<file path="config.mk">
export PLATFORM = sky130hd
export DESIGN_NAME = spi_can_cmd_slave
export DESIGN_NICKNAME = d
export VERILOG_FILES = /design/src/rtl/spi_can_cmd_pkg.sv /design/src/rtl/spi_can_pin_sync.sv /design/src/rtl/spi_can_shifter.sv /design/src/rtl/spi_can_decoder.sv /design/src/rtl/spi_can_cmd_slave.sv
export SDC_FILE = /design/constraint.sdc
export NUM_CORES = 1
export LEC_CHECK = 0
export BUFFER_PORTS_ARGS = -buffer_cell sky130_fd_sc_hd__buf_2
export CORE_MARGIN = 2
export CORE_UTILIZATION = 45
export CTS_CLUSTER_DIAMETER = 60
export DETAILED_ROUTE_END_ITERATION = 10
export GPL_ROUTABILITY_DRIVEN = 0
export HOLD_SLACK_MARGIN = 0.08
export PLACE_DENSITY_LB_ADDON = 0.08
export SYNTH_ARGS = -nofsm -noshare
export SYNTH_HDL_FRONTEND = slang
export SYNTH_SLANG_ARGS = --single-unit
</file>
<file path="constraint.sdc">
create_clock -name clk -period 2.3 [get_ports clk]
set_clock_uncertainty 0.2 [all_clocks]
set_input_delay 0.23 -clock clk [delete_from_list [all_inputs] [get_ports clk]]
set_output_delay 0.23 -clock clk [all_outputs]
set_load 0.03 [all_outputs]
</file>
<file path="src/rtl/spi_can_cmd_pkg.sv">
package spi_can_cmd_pkg;

    localparam int ADDR_W   = 7;
    localparam int DATA_W   = 8;
    localparam int NUM_TXB  = 3;
    localparam int NUM_RXB  = 2;

    localparam logic [7:0] OPC_RESET  = 8'hC0;
    localparam logic [7:0] OPC_READ   = 8'h03;
    localparam logic [7:0] OPC_WRITE  = 8'h02;
    localparam logic [7:0] OPC_BITMOD = 8'h05;
    localparam logic [4:0] OPC_LOADTX_HI = 5'b01000;
    localparam logic [4:0] OPC_RTS_HI    = 5'b10000;
    localparam logic [4:0] OPC_RXBUF_HI  = 5'b10010;

    localparam logic [ADDR_W-1:0] TXB_BASE = 7'h31;
    localparam logic [ADDR_W-1:0] RXB_BASE = 7'h61;
    localparam logic [ADDR_W-1:0] BUF_STRIDE = 7'h10;
    localparam logic [ADDR_W-1:0] DATA_OFS   = 7'h05;
    localparam int LOADTX_MAX = 2 * NUM_TXB - 1;

    typedef enum logic [2:0] {
        OPK_NONE,
        OPK_RESET,
        OPK_READ,
        OPK_WRITE,
        OPK_BITMOD,
        OPK_LOADTX,
        OPK_RTS,
        OPK_RXBUF
    } op_kind_t;

    typedef enum logic [2:0] {
        PH_OPCODE,
        PH_ADDR,
        PH_MASK,
        PH_BM_DATA,
        PH_WR_DATA,
        PH_RD_DATA,
        PH_IGNORE
    } phase_t;

    typedef struct packed {
        logic              we;
        logic [ADDR_W-1:0] addr;
        logic [DATA_W-1:0] data;
        logic [DATA_W-1:0] mask;
    } wr_req_t;

    function automatic op_kind_t decode_op(input logic [7:0] op);
        op_kind_t k;
        k = OPK_NONE;
        if (op == OPC_RESET)                            k = OPK_RESET;
        else if (op == OPC_READ)                        k = OPK_READ;
        else if (op == OPC_WRITE)                       k = OPK_WRITE;
        else if (op == OPC_BITMOD)                      k = OPK_BITMOD;
        else if (op[7:3] == OPC_LOADTX_HI)              k = OPK_LOADTX;
        else if (op[7:3] == OPC_RTS_HI)                 k = OPK_RTS;
        else if (op[7:3] == OPC_RXBUF_HI && !op[0])     k = OPK_RXBUF;
        return k;
    endfunction

    // Even field: header start, odd field: data start, buffer = field / 2
    function automatic logic [ADDR_W-1:0] tx_start(input logic [2:0] f);
        logic [ADDR_W-1:0] a;
        a = TXB_BASE + (ADDR_W'(f[2:1]) * BUF_STRIDE);
        if (f[0]) a = a + DATA_OFS;
        return a;
    endfunction

    function automatic logic [ADDR_W-1:0] rx_start(input logic [1:0] m);
        logic [ADDR_W-1:0] a;
        a = RXB_BASE + (ADDR_W'(m[1]) * BUF_STRIDE);
        if (m[0]) a = a + DATA_OFS;
        return a;
    endfunction

endpackage

</file>
<file path="src/rtl/spi_can_pin_sync.sv">
module spi_can_pin_sync #(
    parameter int STAGES = 2
) (
    input  logic clk,
    input  logic rst,
    input  logic sck,
    input  logic cs_n,
    input  logic mosi,
    output logic sck_rise,
    output logic sck_fall,
    output logic cs_active,
    output logic cs_rise,
    output logic mosi_s
);
    logic [STAGES-1:0] sck_sr, cs_sr, mosi_sr;
    logic sck_d, cs_d;

    always_ff @(posedge clk) begin
        if (rst) begin
            sck_sr  <= '0;
            cs_sr   <= '1;
            mosi_sr <= '0;
            sck_d   <= 1'b0;
            cs_d    <= 1'b1;
        end else begin
            sck_sr  <= {sck_sr[STAGES-2:0], sck};
            cs_sr   <= {cs_sr[STAGES-2:0], cs_n};
            mosi_sr <= {mosi_sr[STAGES-2:0], mosi};
            sck_d   <= sck_sr[STAGES-1];
            cs_d    <= cs_sr[STAGES-1];
        end
    end

    assign sck_rise  = sck_sr[STAGES-1] & ~sck_d;
    assign sck_fall  = ~sck_sr[STAGES-1] & sck_d;
    assign cs_active = ~cs_sr[STAGES-1];
    assign cs_rise   = cs_sr[STAGES-1] & ~cs_d;
    assign mosi_s    = mosi_sr[STAGES-1];
endmodule

</file>
<file path="src/rtl/spi_can_shifter.sv">
module spi_can_shifter #(
    parameter int DATA_W = 8
) (
    input  logic              clk,
    input  logic              rst,
    input  logic              cs_active,
    input  logic              sck_rise,
    input  logic              sck_fall,
    input  logic              mosi_s,
    input  logic              load_en,
    input  logic [DATA_W-1:0] load_byte,
    output logic              byte_valid,
    output logic [DATA_W-1:0] byte_out,
    output logic              miso
);
    localparam int CNT_W = $clog2(DATA_W);
    localparam logic [CNT_W-1:0] LAST_BIT = CNT_W'(DATA_W - 1);

    logic [CNT_W-1:0]  bit_cnt;
    logic [DATA_W-1:0] rx_sh;
    logic [DATA_W-1:0] tx_sh;

    always_ff @(posedge clk) begin
        if (rst || !cs_active) begin
            bit_cnt    <= '0;
            rx_sh      <= '0;
            tx_sh      <= '0;
            byte_valid <= 1'b0;
            byte_out   <= '0;
            miso       <= 1'b0;
        end else begin
            byte_valid <= 1'b0;
            if (sck_rise) begin
                rx_sh <= {rx_sh[DATA_W-2:0], mosi_s};
                if (bit_cnt == LAST_BIT) begin
                    bit_cnt    <= '0;
                    byte_valid <= 1'b1;
                    byte_out   <= {rx_sh[DATA_W-2:0], mosi_s};
                end else begin
                    bit_cnt <= bit_cnt + 1'b1;
                end
            end
            if (sck_fall) begin
                if (bit_cnt == '0) begin
                    miso  <= load_en & load_byte[DATA_W-1];
                    tx_sh <= load_en ? {load_byte[DATA_W-2:0], 1'b0} : '0;
                end else begin
                    miso  <= tx_sh[DATA_W-1];
                    tx_sh <= {tx_sh[DATA_W-2:0], 1'b0};
                end
            end
        end
    end
endmodule

</file>
<file path="src/rtl/spi_can_decoder.sv">
module spi_can_decoder
    import spi_can_cmd_pkg::*;
(
    input  logic              clk,
    input  logic              rst,
    input  logic              byte_valid,
    input  logic [DATA_W-1:0] byte_in,
    input  logic              cs_rise,
    output logic [ADDR_W-1:0] ptr,
    output logic              rd_phase,
    output wr_req_t           wr,
    output logic              soft_reset,
    output logic [NUM_TXB-1:0] tx_req,
    output logic [NUM_RXB-1:0] rx_flag_clr
);
    phase_t   phase;
    op_kind_t cmd;
    op_kind_t kind;
    logic [DATA_W-1:0] mask_q;
    logic              rxb_pending;
    logic              rxb_sel;

    assign kind     = decode_op(byte_in);
    assign rd_phase = (phase == PH_RD_DATA);

    always_ff @(posedge clk) begin
        if (rst) begin
            phase       <= PH_OPCODE;
            cmd         <= OPK_NONE;
            ptr         <= '0;
            mask_q      <= '0;
            rxb_pending <= 1'b0;
            rxb_sel     <= 1'b0;
            wr          <= '0;
            soft_reset  <= 1'b0;
            tx_req      <= '0;
            rx_flag_clr <= '0;
        end else begin
            wr.we       <= 1'b0;
            soft_reset  <= 1'b0;
            tx_req      <= '0;
            rx_flag_clr <= '0;
            if (cs_rise) begin
                phase <= PH_OPCODE;
                if (rxb_pending) rx_flag_clr[rxb_sel] <= 1'b1;
                rxb_pending <= 1'b0;
            end else if (byte_valid) begin
                unique case (phase)
                    PH_OPCODE: begin
                        cmd <= kind;
                        unique case (kind)
                            OPK_RESET: begin
                                soft_reset <= 1'b1;
                                phase      <= PH_IGNORE;
                            end
                            OPK_READ, OPK_WRITE, OPK_BITMOD: phase <= PH_ADDR;
                            OPK_LOADTX: begin
                                if (int'(byte_in[2:0]) <= LOADTX_MAX) begin
                                    ptr   <= tx_start(byte_in[2:0]);
                                    phase <= PH_WR_DATA;
                                end else begin
                                    phase <= PH_IGNORE;
                                end
                            end
                            OPK_RTS: begin
                                tx_req <= byte_in[NUM_TXB-1:0];
                                phase  <= PH_IGNORE;
                            end
                            OPK_RXBUF: begin
                                ptr         <= rx_start(byte_in[2:1]);
                                rxb_pending <= 1'b1;
                                rxb_sel     <= byte_in[2];
                                phase       <= PH_RD_DATA;
                            end
                            default: phase <= PH_IGNORE;
                        endcase
                    end
                    PH_ADDR: begin
                        ptr <= byte_in[ADDR_W-1:0];
                        if (cmd == OPK_READ)       phase <= PH_RD_DATA;
                        else if (cmd == OPK_WRITE) phase <= PH_WR_DATA;
                        else                       phase <= PH_MASK;
                    end
                    PH_MASK: begin
                        mask_q <= byte_in;
                        phase  <= PH_BM_DATA;
                    end
                    PH_BM_DATA: begin
                        wr    <= '{we: 1'b1, addr: ptr, data: byte_in, mask: mask_q};
                        phase <= PH_IGNORE;
                    end
                    PH_WR_DATA: begin
                        wr  <= '{we: 1'b1, addr: ptr, data: byte_in, mask: '1};
                        ptr <= ptr + ADDR_W'(1);
                    end
                    PH_RD_DATA: ptr <= ptr + ADDR_W'(1);
                    default: ;
                endcase
            end
        end
    end
endmodule

</file>
<file path="src/rtl/spi_can_cmd_slave.sv">
module spi_can_cmd_slave
    import spi_can_cmd_pkg::*;
#(
    parameter int SYNC_STAGES = 2
) (
    input  logic               clk,
    input  logic               rst,
    input  logic               sck,
    input  logic               cs_n,
    input  logic               mosi,
    output logic               miso,
    output logic [ADDR_W-1:0]  reg_raddr,
    input  logic [DATA_W-1:0]  reg_rdata,
    output logic [ADDR_W-1:0]  reg_waddr,
    output logic [DATA_W-1:0]  reg_wdata,
    output logic [DATA_W-1:0]  reg_wmask,
    output logic               reg_we,
    output logic               soft_reset,
    output logic [NUM_TXB-1:0] tx_req,
    output logic [NUM_RXB-1:0] rx_flag_clr
);
    logic sck_rise, sck_fall, cs_active, cs_rise, mosi_s;
    logic byte_valid, rd_phase;
    logic [DATA_W-1:0] byte_val;
    wr_req_t wr;

    spi_can_pin_sync #(.STAGES(SYNC_STAGES)) u_sync (
        .clk(clk), .rst(rst), .sck(sck), .cs_n(cs_n), .mosi(mosi),
        .sck_rise(sck_rise), .sck_fall(sck_fall), .cs_active(cs_active),
        .cs_rise(cs_rise), .mosi_s(mosi_s)
    );

    spi_can_shifter #(.DATA_W(DATA_W)) u_shift (
        .clk(clk), .rst(rst), .cs_active(cs_active),
        .sck_rise(sck_rise), .sck_fall(sck_fall), .mosi_s(mosi_s),
        .load_en(rd_phase), .load_byte(reg_rdata),
        .byte_valid(byte_valid), .byte_out(byte_val), .miso(miso)
    );

    spi_can_decoder u_dec (
        .clk(clk), .rst(rst), .byte_valid(byte_valid), .byte_in(byte_val),
        .cs_rise(cs_rise), .ptr(reg_raddr), .rd_phase(rd_phase), .wr(wr),
        .soft_reset(soft_reset), .tx_req(tx_req), .rx_flag_clr(rx_flag_clr)
    );

    assign reg_we    = wr.we;
    assign reg_waddr = wr.addr;
    assign reg_wdata = wr.data;
    assign reg_wmask = wr.mask;
endmodule

</file>
[Word level (Yosys, flattened, before mapping)]
Cells that the tools add are included.
Word-level totals
  bits in registers: 89
  input bits: 13
  output and inout bits: 38
  logic and storage cells: 121
Cells by class
  add/sub/neg operators: 6
  $lt $le $gt $ge: 3
  equality and inequality tests: 24
  mux-type cells: 26
  bitwise gates (word level): 13
  reduce and logical (&&, ||, !) cells: 25
Operators by type and width (number)
  24-bit one-hot mux with 2 select lines: 1
  3-bit 2-to-1 mux: 10
  3-bit == test (second input constant): 7
  7-bit 2-to-1 mux: 3
  7-bit one-hot mux with 3 select lines: 1
  3-bit by 2-bit == test with 1-bit output (second input constant): 6
  8-bit by 2-bit == test with 1-bit output (second input constant): 2
  8-bit 2-to-1 mux: 2
  6-bit by 6-bit adder with 7-bit output (first input constant): 2
  7-bit by 3-bit adder with 7-bit output (second input constant): 2
  7-bit one-hot mux with 2 select lines: 1
  3-bit one-hot mux with 4 select lines: 1
  3-bit AND reduction: 4
  5-bit == test (second input constant): 2
  1-bit NOT: 9
  3-bit one-hot mux with 3 select lines: 1
  3-bit OR reduction: 3
  8-bit by 3-bit == test with 1-bit output (second input constant): 1
  8-bit == test (second input constant): 1
  7-bit by 1-bit adder with 7-bit output (second input constant): 1
  3-bit by 1-bit == test with 1-bit output (second input constant): 2
  3-bit logical NOT: 2
  3-bit by 2-bit != test with 1-bit output (second input constant): 2
  2-bit OR reduction: 3
  other kinds (20): 28

[Longest topological paths before layout]
Gate-level depths: netlist of run 1.
  depth in word-level cells: 13
  depth in mapped cells: 8
  mapped depth without buffers: 7

[Modules after synthesis]
Synthesis of run 1 repeated with hierarchy kept, for this count alone.
Second synthesis, totals
  cells, all modules: 433
  area total of the unflattened synthesis: 3862.5 µm²
By module, submodules not included
  spi_can_decoder: instances 1, cells each 290, area each 2506.2 µm², seq. area each 1061.0 µm²
  spi_can_shifter: instances 1, cells each 123, area each 1123.6 µm², seq. area each 540.5 µm²
  spi_can_pin_sync: instances 1, cells each 20, area each 232.7 µm², seq. area each 160.2 µm²

[Worst setup path after synthesis of run 1]
OpenSTA, ideal clock, no wires.
  path kind: register -> register
  start: register u_shift.byte_out[1]
  end: register u_dec.ptr[5]
  library setup time: 0.092 ns
  arrival: 1.908 ns
  required time: 2.008 ns
  slack: 0.100 ns
  cell stages (with the launch flop): 9
  path buffers: 1
  period minus slack after synthesis: 2.200 ns
  path through: dfxtp_1 -> clkbuf_1 -> inv_1 -> ha_1 -> a21oi_1 -> nor2_2 -> a2111oi_4 -> nor2_2 -> o32ai_1
Between the ends
  word-level cells in the longest chain between the ends: 8
  elaborated cells on any way between the ends: 21
  classes of those cells: add/sub: 2; order compare: 1; eq/ne: 8; mux: 9; reduce/logical: 1
RTL lines
  start, declared: RTL line spi_can_shifter.sv:13  | output logic [DATA_W-1:0] byte_out,
  start signal, assigned: RTL line spi_can_shifter.sv:38  | byte_out <= {rx_sh[DATA_W-2:0], mosi_s};
  parallel branches: the longest is 8 deep, another holds 6-bit by 6-bit adder with 7-bit output
  end signal, assigned: RTL line spi_can_decoder.sv:59  | ptr <= tx_start(byte_in[2:0]);
  end signal, assigned: RTL line spi_can_decoder.sv:70  | ptr <= rx_start(byte_in[2:1]);
  end signal, assigned: RTL line spi_can_decoder.sv:79  | ptr <= byte_in[ADDR_W-1:0];
  end, declared: RTL line spi_can_decoder.sv:9  | output logic [ADDR_W-1:0] ptr,
Several ways; the timed one is not identified. The select of a mux whose other input is x is not followed.
A chain may end at the register's enable or synchronous reset.

[Worst setup path after layout of run 1]
  start: register u_shift.byte_out[1]
  end: register u_dec.ptr[6]
The elaborated chain is that of the path after synthesis.

==> run_results.csv, run 1 <==
group,metric,value,unit
synth,synth_edf_count,0,
clocking,clock_latency,0.35,ns
placement,portBuffers,50,
clocking,root_buffer,"clkbuf_8",
power,total_leakage_power,1.701,nW
worst_setup_path,endpoint,"u_dec.ptr[6]$_SDFFE_PP0P_",
clocking,cts_max_level,3,
synth,synth_ff_type,"dfxtp_1",
die,dieArea,0.009265,mm2
worst_setup_path,critPathCaptureType,"flop",
worst_setup_path,path_class,"flop to flop",
die,start_util,46.61,%
clocking,clockBufferDepth,2,
route,drtIter0Drc,154,
worst_setup_path,r2r_setup_slack,0.19,ns
timing,slew_headroom,64.32,%
worst_setup_path,timing.critical_path.required,2.36,ns
route,num_vias,3243,
synth,syn_area_per_cell,8.825,um2
synth,yosysWarnings,0,
timing,finalHoldWorstSlack,0.1282,ns
timing,post-route-period-util,91.63,%
die,placementRows,33,
worst_setup_path,startpoint,"u_shift.byte_out[1]$_SDFFE_PP0P_",
worst_setup_path,crit_path_start_kind,"flop",
timing,worst_pin_slew,0.5352,ns
route,dr.pass1.iters,5,
worst_setup_path,path_max_fanout,8,
die,top_level_ports,51,
global_route,antenna_found_initial,0,
synth,ys_ff_latch,88,
job,drv_cap,0,
route,routed_via_density,5.343,
clocking,cts_tree,"yes",
hold_path,holdCritPathClass,"input port to flop",
clocking,clk_pin_slew_worst_paths,0.08,ns
synth,synth_cell_type_count,59,
route,ant_nets,0,
synth,yosysSeqAreaShare,46.00,%
die,die_h,96.26,um
worst_setup_path,rr_worst_depth,8,
worst_setup_path,crit_arrival,2.17,ns
cells_and_area,fill_cells,763,
cells_and_area,area_growth,18.88,%
global_route,grt_first_pass_wirelength,14.38,mm
clocking,clkSinkCount,88,
timing,drv_slew,0,
power,ir_drop,0.3920,mV
timing,fin_crit,2.107,ns
synth,synthArstFlopShare,0,%
die,die_x,96.26,um
route,wl_per_cell,14.83,um
clocking,cts_resized,0,
outcome,status,"finished, final reports clean",
synth,syn_area,0.003830,mm2
route,drc,0,
clocking,cts_buffers,9,
worst_setup_path,timing.rr.start,"u_shift.byte_out[1]$_SDFFE_PP0P_",
timing,finalSetupViolCount,0,
cells_and_area,insertedDiodeCount,0,
global_route,grt_util_all_layers,20.35,%
global_route,overflow,0,
synth,synth_fp_nets,454,
timing,hold_viol_final,0,
timing,rsz0062_at_grt,"false",
timing,fin_setup_tns,0,ns
synth,synthCells,434,
route,wl,9.004,mm
worst_setup_path,rr_endpoint,"u_dec.ptr[6]$_SDFFE_PP0P_",
power,power_per_cell_area,600.2,mW/mm2
timing,timing.fmax,0.4745,GHz
global_route,grt_pass1_vias,2872,
die,core_area,0.008217,mm2
hold_path,hold_depth,4,
global_route,grt_start_max_net_pins,32,
cells_and_area,drive_gt1_share,21.12,%
cells_and_area,fin_nets,517,
placement,dp_hpwl,6.293,mm
## Yosys cell counts (2+ instances only)
cell type | number | area [um2]
o31a_1 | 2 | 17.52
buf_4 | 3 | 22.52
nand2_1 | 45 | 168.9
or2_2 | 4 | 25.02
nor4_1 | 2 | 12.51
and3b_2 | 2 | 20.02
dfxtp_1 | 88 | 1762
nor2_1 | 56 | 210.2
o31ai_1 | 4 | 30.03
o22ai_1 | 8 | 50.05
nand2b_1 | 6 | 37.54
mux2i_1 | 23 | 230.2
clkbuf_1 | 20 | 75.07
nor2b_1 | 12 | 75.07
a21o_1 | 2 | 15.01
nor2_2 | 3 | 18.77
o21a_1 | 2 | 15.01
o21ai_0 | 8 | 40.04
a211oi_1 | 11 | 82.58
buf_6 | 2 | 22.52
ha_1 | 7 | 87.58
buf_2 | 6 | 30.03
a31oi_1 | 2 | 12.51
nand4_1 | 4 | 25.02
a21oi_1 | 32 | 160.2
o22a_1 | 2 | 17.52
o32ai_1 | 3 | 26.28
a22oi_1 | 8 | 60.06
nor3_1 | 11 | 55.05
nand3_1 | 16 | 80.08
inv_1 | 7 | 26.28
a221oi_1 | 2 | 17.52
and2_1 | 5 | 31.28
## routing by layer
metal / vias up / GRT usage, % / share of wire, %
met2: 83 / 31.48 / 46
met3: 13 / 3.289 / 4.2
met1: 1497 / 28.24 / 48
li1: 1650 / - / -
met4: 0 / 8.095 / 1.7
met5: - / 0 / 0
## sequential cells by signal, indices dropped and copies added (netlist names), 7 cells and up
register	flops
u_dec.wr	24
u_dec.mask_q	8
u_shift.byte_out	8
u_dec.ptr	7
u_shift.rx_sh	7
u_shift.tx_sh	7
## worst max-delay path, cell delays in order (launching register included)
cell and delay (ns):
dfxtp_1 0.44, inv_1 0.12, ha_1 0.21, a21oi_1 0.17, nor2_2 0.07, a2111oi_4 0.27
buf_4 0.20, nor2_2 0.05, o32ai_1 0.28
## worst min path at each step
stage                                     startpoint                      endpoint  slack (ns)
after floorplan                                 cs_n    u_sync.cs_sr[0]$_SDFF_PP1_        0.13
after global placement    u_sync.cs_sr[0]$_SDFF_PP1_    u_sync.cs_sr[1]$_SDFF_PP1_        0.19
after detailed placement  u_sync.cs_sr[0]$_SDFF_PP1_    u_sync.cs_sr[1]$_SDFF_PP1_        0.21
after CTS                                        rst    u_dec.rxb_sel$_SDFFE_PP0P_        0.12
after global routing                             rst  u_dec.mask_q[2]$_SDFFE_PP0P_        0.14
final                                            rst     u_dec.ptr[0]$_SDFFE_PP0P_        0.13
## placed cells by master, fill, tap and decap left out, types with 2 or more instances in the layout
cell,n
o31ai_1,4
nor2b_1,12
o21a_1,2
nor2_1,56
o31a_1,2
a221oi_1,2
o21ai_0,8
nand4_1,4
o22a_1,2
o32ai_1,3
nand2_1,45
a22oi_1,8
a31oi_1,2
and3b_2,2
nor3_1,11
clkbuf_8,12
nand2b_1,6
or2_2,4
and2_1,5
mux2i_1,23
nor4_1,2
buf_2,50
a21oi_1,32
ha_1,7
dlygate4sd3_1,11
nor2_2,3
o22ai_1,8
inv_1,7
nand3_1,16
buf_4,22
a21o_1,2
dfxtp_1,88
a211oi_1,11
## cell type report
class	count	area (um2)	area share [%]
Clock inverter	4	51.30	1.127
Timing Repair Buffer	83	525.5	11.54
Clock buffer	12	165.2	3.627
Tap cell	105	131.4	2.885
Multi-Input combinational cell	307	1888	41.47
Sequential cell	88	1762	38.69
Inverter	8	30.03	0.6595
## stage by stage
stage / util [%] / std cells / instance area [um2] / total power [W] / setup WS (ns)
after CTS: 55.23 / 605 / 4538 / 0.002759 / 0.04645
after global placement: 51.26 / 578 / 4212 / 0.001622 / 0.1295
after global routing: 55.41 / 607 / 4553 / 0.002828 / 0.01979
final: 55.41 / 607 / 4553 / 0.002733 / 0.1926
after detailed placement: 51.26 / 578 / 4212 / 0.001623 / 0.06227
after floorplan: - / 434 / 3830 / 0.001600 / 0.09994
## repair_timing
item / CTS / global route
buffers inserted: 0 / 2
hold buffers: 11 / 0
hold endpoints to repair: 11 / 0
endpoints found under the setup margin: 0 / 4
## where the power goes
part	internal, W	total, W	switching, W
sequential	0.00153	0.00153	0.00000260
clock	0.000591	0.00113	0.000541
combinational	0.0000306	0.0000696	0.0000390
## kinds of logic (layout without fill, tap and decap cells)
kind of cell,after synthesis,in the layout,share of synthesized area [%]
compound gates,97,97,17.54
xor+xnor,2,2,0.4575
fa+ha+maj,7,7,2.287
buf+inv,39,107,4.704
flops,88,88,46.00
mux,23,23,6.011
simple gates,178,178,23.00
No activity file was read; power rests on OpenSTA's default activity.
==> run 2, diff against run 1 <==
- ABC_AREA: default -> 1
- CAP_MARGIN: default -> 10
- SLEW_MARGIN: default -> 20
==> run 2 against run 1 <==
First-iteration DRC count down 25%. Combinational power is 5.2% higher. Non-clock buffer count decreased by 18. Utilization decreased by 0.90 points. Sequential power hardly changed. Cell area is 0.63% lower. Critical path depth up 2. Worst setup slack gained 0.10 ns. Fmax increased by 5.2%. Cell count up 11%. Via count up 1.5%. Largest power group unchanged.
==> run_results.csv, run 2 <==
group,metric,value,unit
outcome,status,"finished, final reports clean",
route,routed_via_density,4.908,
worst_setup_path,path_class,"flop to flop",
worst_setup_path,crit_family,"simple AND/OR/NAND/NOR gates",
timing,hold_viol_final,0,
cells_and_area,top_register,"u_dec.wr",
route,num_vias,3293,
die,top_level_ports,51,
die,start_util,46.96,%
power,p_clk_share,40.4,%
power,sw_frac_of_total,22.20,%
die,die_x,97.07,um
synth,yosys.area.top_type,"dfxtp_1",
cells_and_area,fin_cells,671,
cells_and_area,final_common_cell,"dfxtp_1",
timing,slew_headroom,66.79,%
clocking,clk_pin_slew_worst_paths,0.09,ns
route,wl_per_cell,13.04,um
synth,synth_cell_type_count,34,
clocking,cts_resized,0,
placement,dp_hpwl,6.275,mm
synth,ys_ff_latch,88,
power,p_int,0.002096,W
route,ant_nets,0,
cells_and_area,drive_gt1_share,20.85,%
synth,syn_area_per_cell,7.748,um2
power,comb_power_share,2.7,%
synth,synth_ff_type,"dfxtp_1",
cells_and_area,insertedDiodeCount,0,
die,core_area,0.008299,mm2
job,drv_cap,0,
worst_setup_path,path_max_fanout,14,
hold_path,holdCritPathClass,"input port to flop",
cells_and_area,finish.instance_area,0.004524,mm2
global_route,grt_start_max_net_pins,31,
die,die_h,97.07,um
worst_setup_path,crit_arrival,2.06,ns
clocking,clock_latency,0.35,ns
clocking,root_buffer,"clkbuf_8",
global_route,antenna_found_initial,0,
synth,synthArstFlopShare,0,%
global_route,grt_first_pass_wirelength,14.63,mm
placement,portBuffers,50,
cells_and_area,final_cell_mix,"dfxtp_1, nor2_1, nand2_1, buf_2, inv_1",
synth,netlist_top_cells_count,"dfxtp_1, nor2_1, nand2_1",
synth,yosys-top-cells-area,"dfxtp_1, nor2_1, nand2_1, a21oi_1, o21ai_0",
clocking,cts_max_level,3,
worst_setup_path,crit_chain,"inv_2, ha_1, nand2_1, nand2_1, nand2_1, inv_1, nand3_1, nand3_2, nor2_1, nor2_2",
die,dieArea,0.009422,mm2
global_route,overflow,0,
power,switching_power,0.0005980,W
synth,yosysSeqAreaShare,45.20,%
synth,syn_area,0.003897,mm2
power,p_seq_share,56.9,%
global_route,grt_pass1_vias,3054,
placement,place_inst,644,
timing,finalHoldWorstSlack,0.1875,ns
route,drtIter0Drc,116,
worst_setup_path,crit_top_cell,"nand2_1",
power,power_per_cell_area,595.4,mW/mm2
power,ir_drop,0.3197,mV
cells_and_area,area_growth,16.08,%
timing,timing.fmax,0.4990,GHz
global_route,grt_util_all_layers,18.99,%
worst_setup_path,slowest_delay,0.48,ns
cells_and_area,finish.utilization,54.52,%
synth,yosysWarnings,0,
die,placementRows,33,
route,dr.pass1.iters,4,
synth,synth_most_common_cell,"dfxtp_1",
worst_setup_path,crit_path_start_kind,"flop",
timing,finalSetupViolCount,0,
timing,fin_setup_tns,0,ns
power,total_leakage_power,2.027,nW
timing,rsz0062_at_grt,"false",
cells_and_area,fin_nets,581,
synth,synth_edf_count,0,
worst_setup_path,cp_slowest_cell,"dfxtp_1",
synth,synth_top_area_share,45.20,%
clocking,clockBufferDepth,2,
timing,drv_slew,0,
timing,worst_pin_slew,0.4952,ns
clocking,cts_buffers,9,
synth,synth_fp_nets,523,
clocking,cts_tree,"yes",
route,drc,0,
placement,postPlaceCellArea,0.004210,mm2
route,wl,8.749,mm
worst_setup_path,critPathCaptureType,"flop",
synth,synthCells,503,
timing,post-route-period-util,87.12,%
cells_and_area,largest_reg_flops,24,
clocking,clkSinkCount,88,
timing,fin_crit,2.004,ns
worst_setup_path,critPathBufInv,2,
cells_and_area,top_regs,"u_dec.wr: 24 flops, u_dec.mask_q: 8 flops, u_shift.byte_out: 8 flops",
worst_setup_path,timing.critical_path.required,2.35,ns
-- run 2: stage by stage --
stage / power, W / setup WS, ns
final: 0.002694 / 0.2961
after global placement: 0.001627 / 0.2889
after global routing: 0.002789 / 0.08524
after CTS: 0.002731 / 0.2538
after detailed placement: 0.001628 / 0.2759
after floorplan: 0.001605 / 0.6189
-- run 2: logic make-up (layout without fill, tap and decap cells) --
| logic type | after synthesis | in the layout | synth area share, % |
|---|---|---|---|
| xor gates and xnor gates | 1 | 1 | 0.2248 |
| AOI/OAI and AO/OA | 115 | 115 | 18.46 |
| buffers and inverters | 74 | 137 | 8.250 |
| and+or+nand+nor | 218 | 218 | 25.62 |
| adders and majority gates | 7 | 7 | 2.247 |
| DFF | 88 | 88 | 45.20 |
-- run 2: power by group through the flow --
stage                     Sequential (W)  Clock (W)  Combinational (W)
after floorplan                  0.00157          0          0.0000373
after global placement           0.00157          0          0.0000586
after detailed placement         0.00157          0          0.0000592
after CTS                        0.00153    0.00113          0.0000735
after global routing             0.00153    0.00117          0.0000820
final                            0.00153    0.00109          0.0000732
-- run 2: worst reg2reg max path, delay by kind of cell (launching register included) --
| family | cells | cell delay (ns) |
|---|---|---|
| and+or+nand+nor | 7 | 0.77 |
| DFF | 1 | 0.48 |
| adders and majority gates | 1 | 0.23 |
| buffers and inverters | 2 | 0.23 |
-- run 2: final timing paths --
kind                                    start                    endpoint  slack, ns  cells after the start
max          u_shift.byte_out[1]$_SDFFE_PP0P_   u_dec.ptr[0]$_SDFFE_PP0P_       0.30                     10
min reg2reg        u_sync.cs_sr[0]$_SDFF_PP1_  u_sync.cs_sr[1]$_SDFF_PP1_       0.22                      1
min                                       rst     u_sync.sck_d$_SDFF_PP0_       0.19                      3
max reg2reg  u_shift.byte_out[1]$_SDFFE_PP0P_   u_dec.ptr[0]$_SDFFE_PP0P_       0.30                     10
-- run 2: final cells by class --
| class | instances | area (um2) |
|---|---|---|
| fill | 829 | 3775 |
| multi-input combinational | 341 | 1814 |
| sequential | 88 | 1762 |
| timing repair buffer | 65 | 402.9 |
| inverter | 56 | 210.2 |
| clock buffer | 10 | 137.6 |
| tap | 105 | 131.4 |
| clock inverter | 6 | 66.31 |
-- run 2: metal layers --
layer	GRT usage, %	part of all wire [%]	up-vias
met1	25.10	50	1472
met3	4.029	3.0	10
met4	4.875	1.1	0
met2	31.68	46	53
li1	-	-	1758
met5	0	0	-
-- run 2: timing repair --
action / 4_1_cts / 5_1_grt
hold buffers: 11 / 0
endpoints found under the hold margin: 11 / 0
setup buffers: 0 / 0
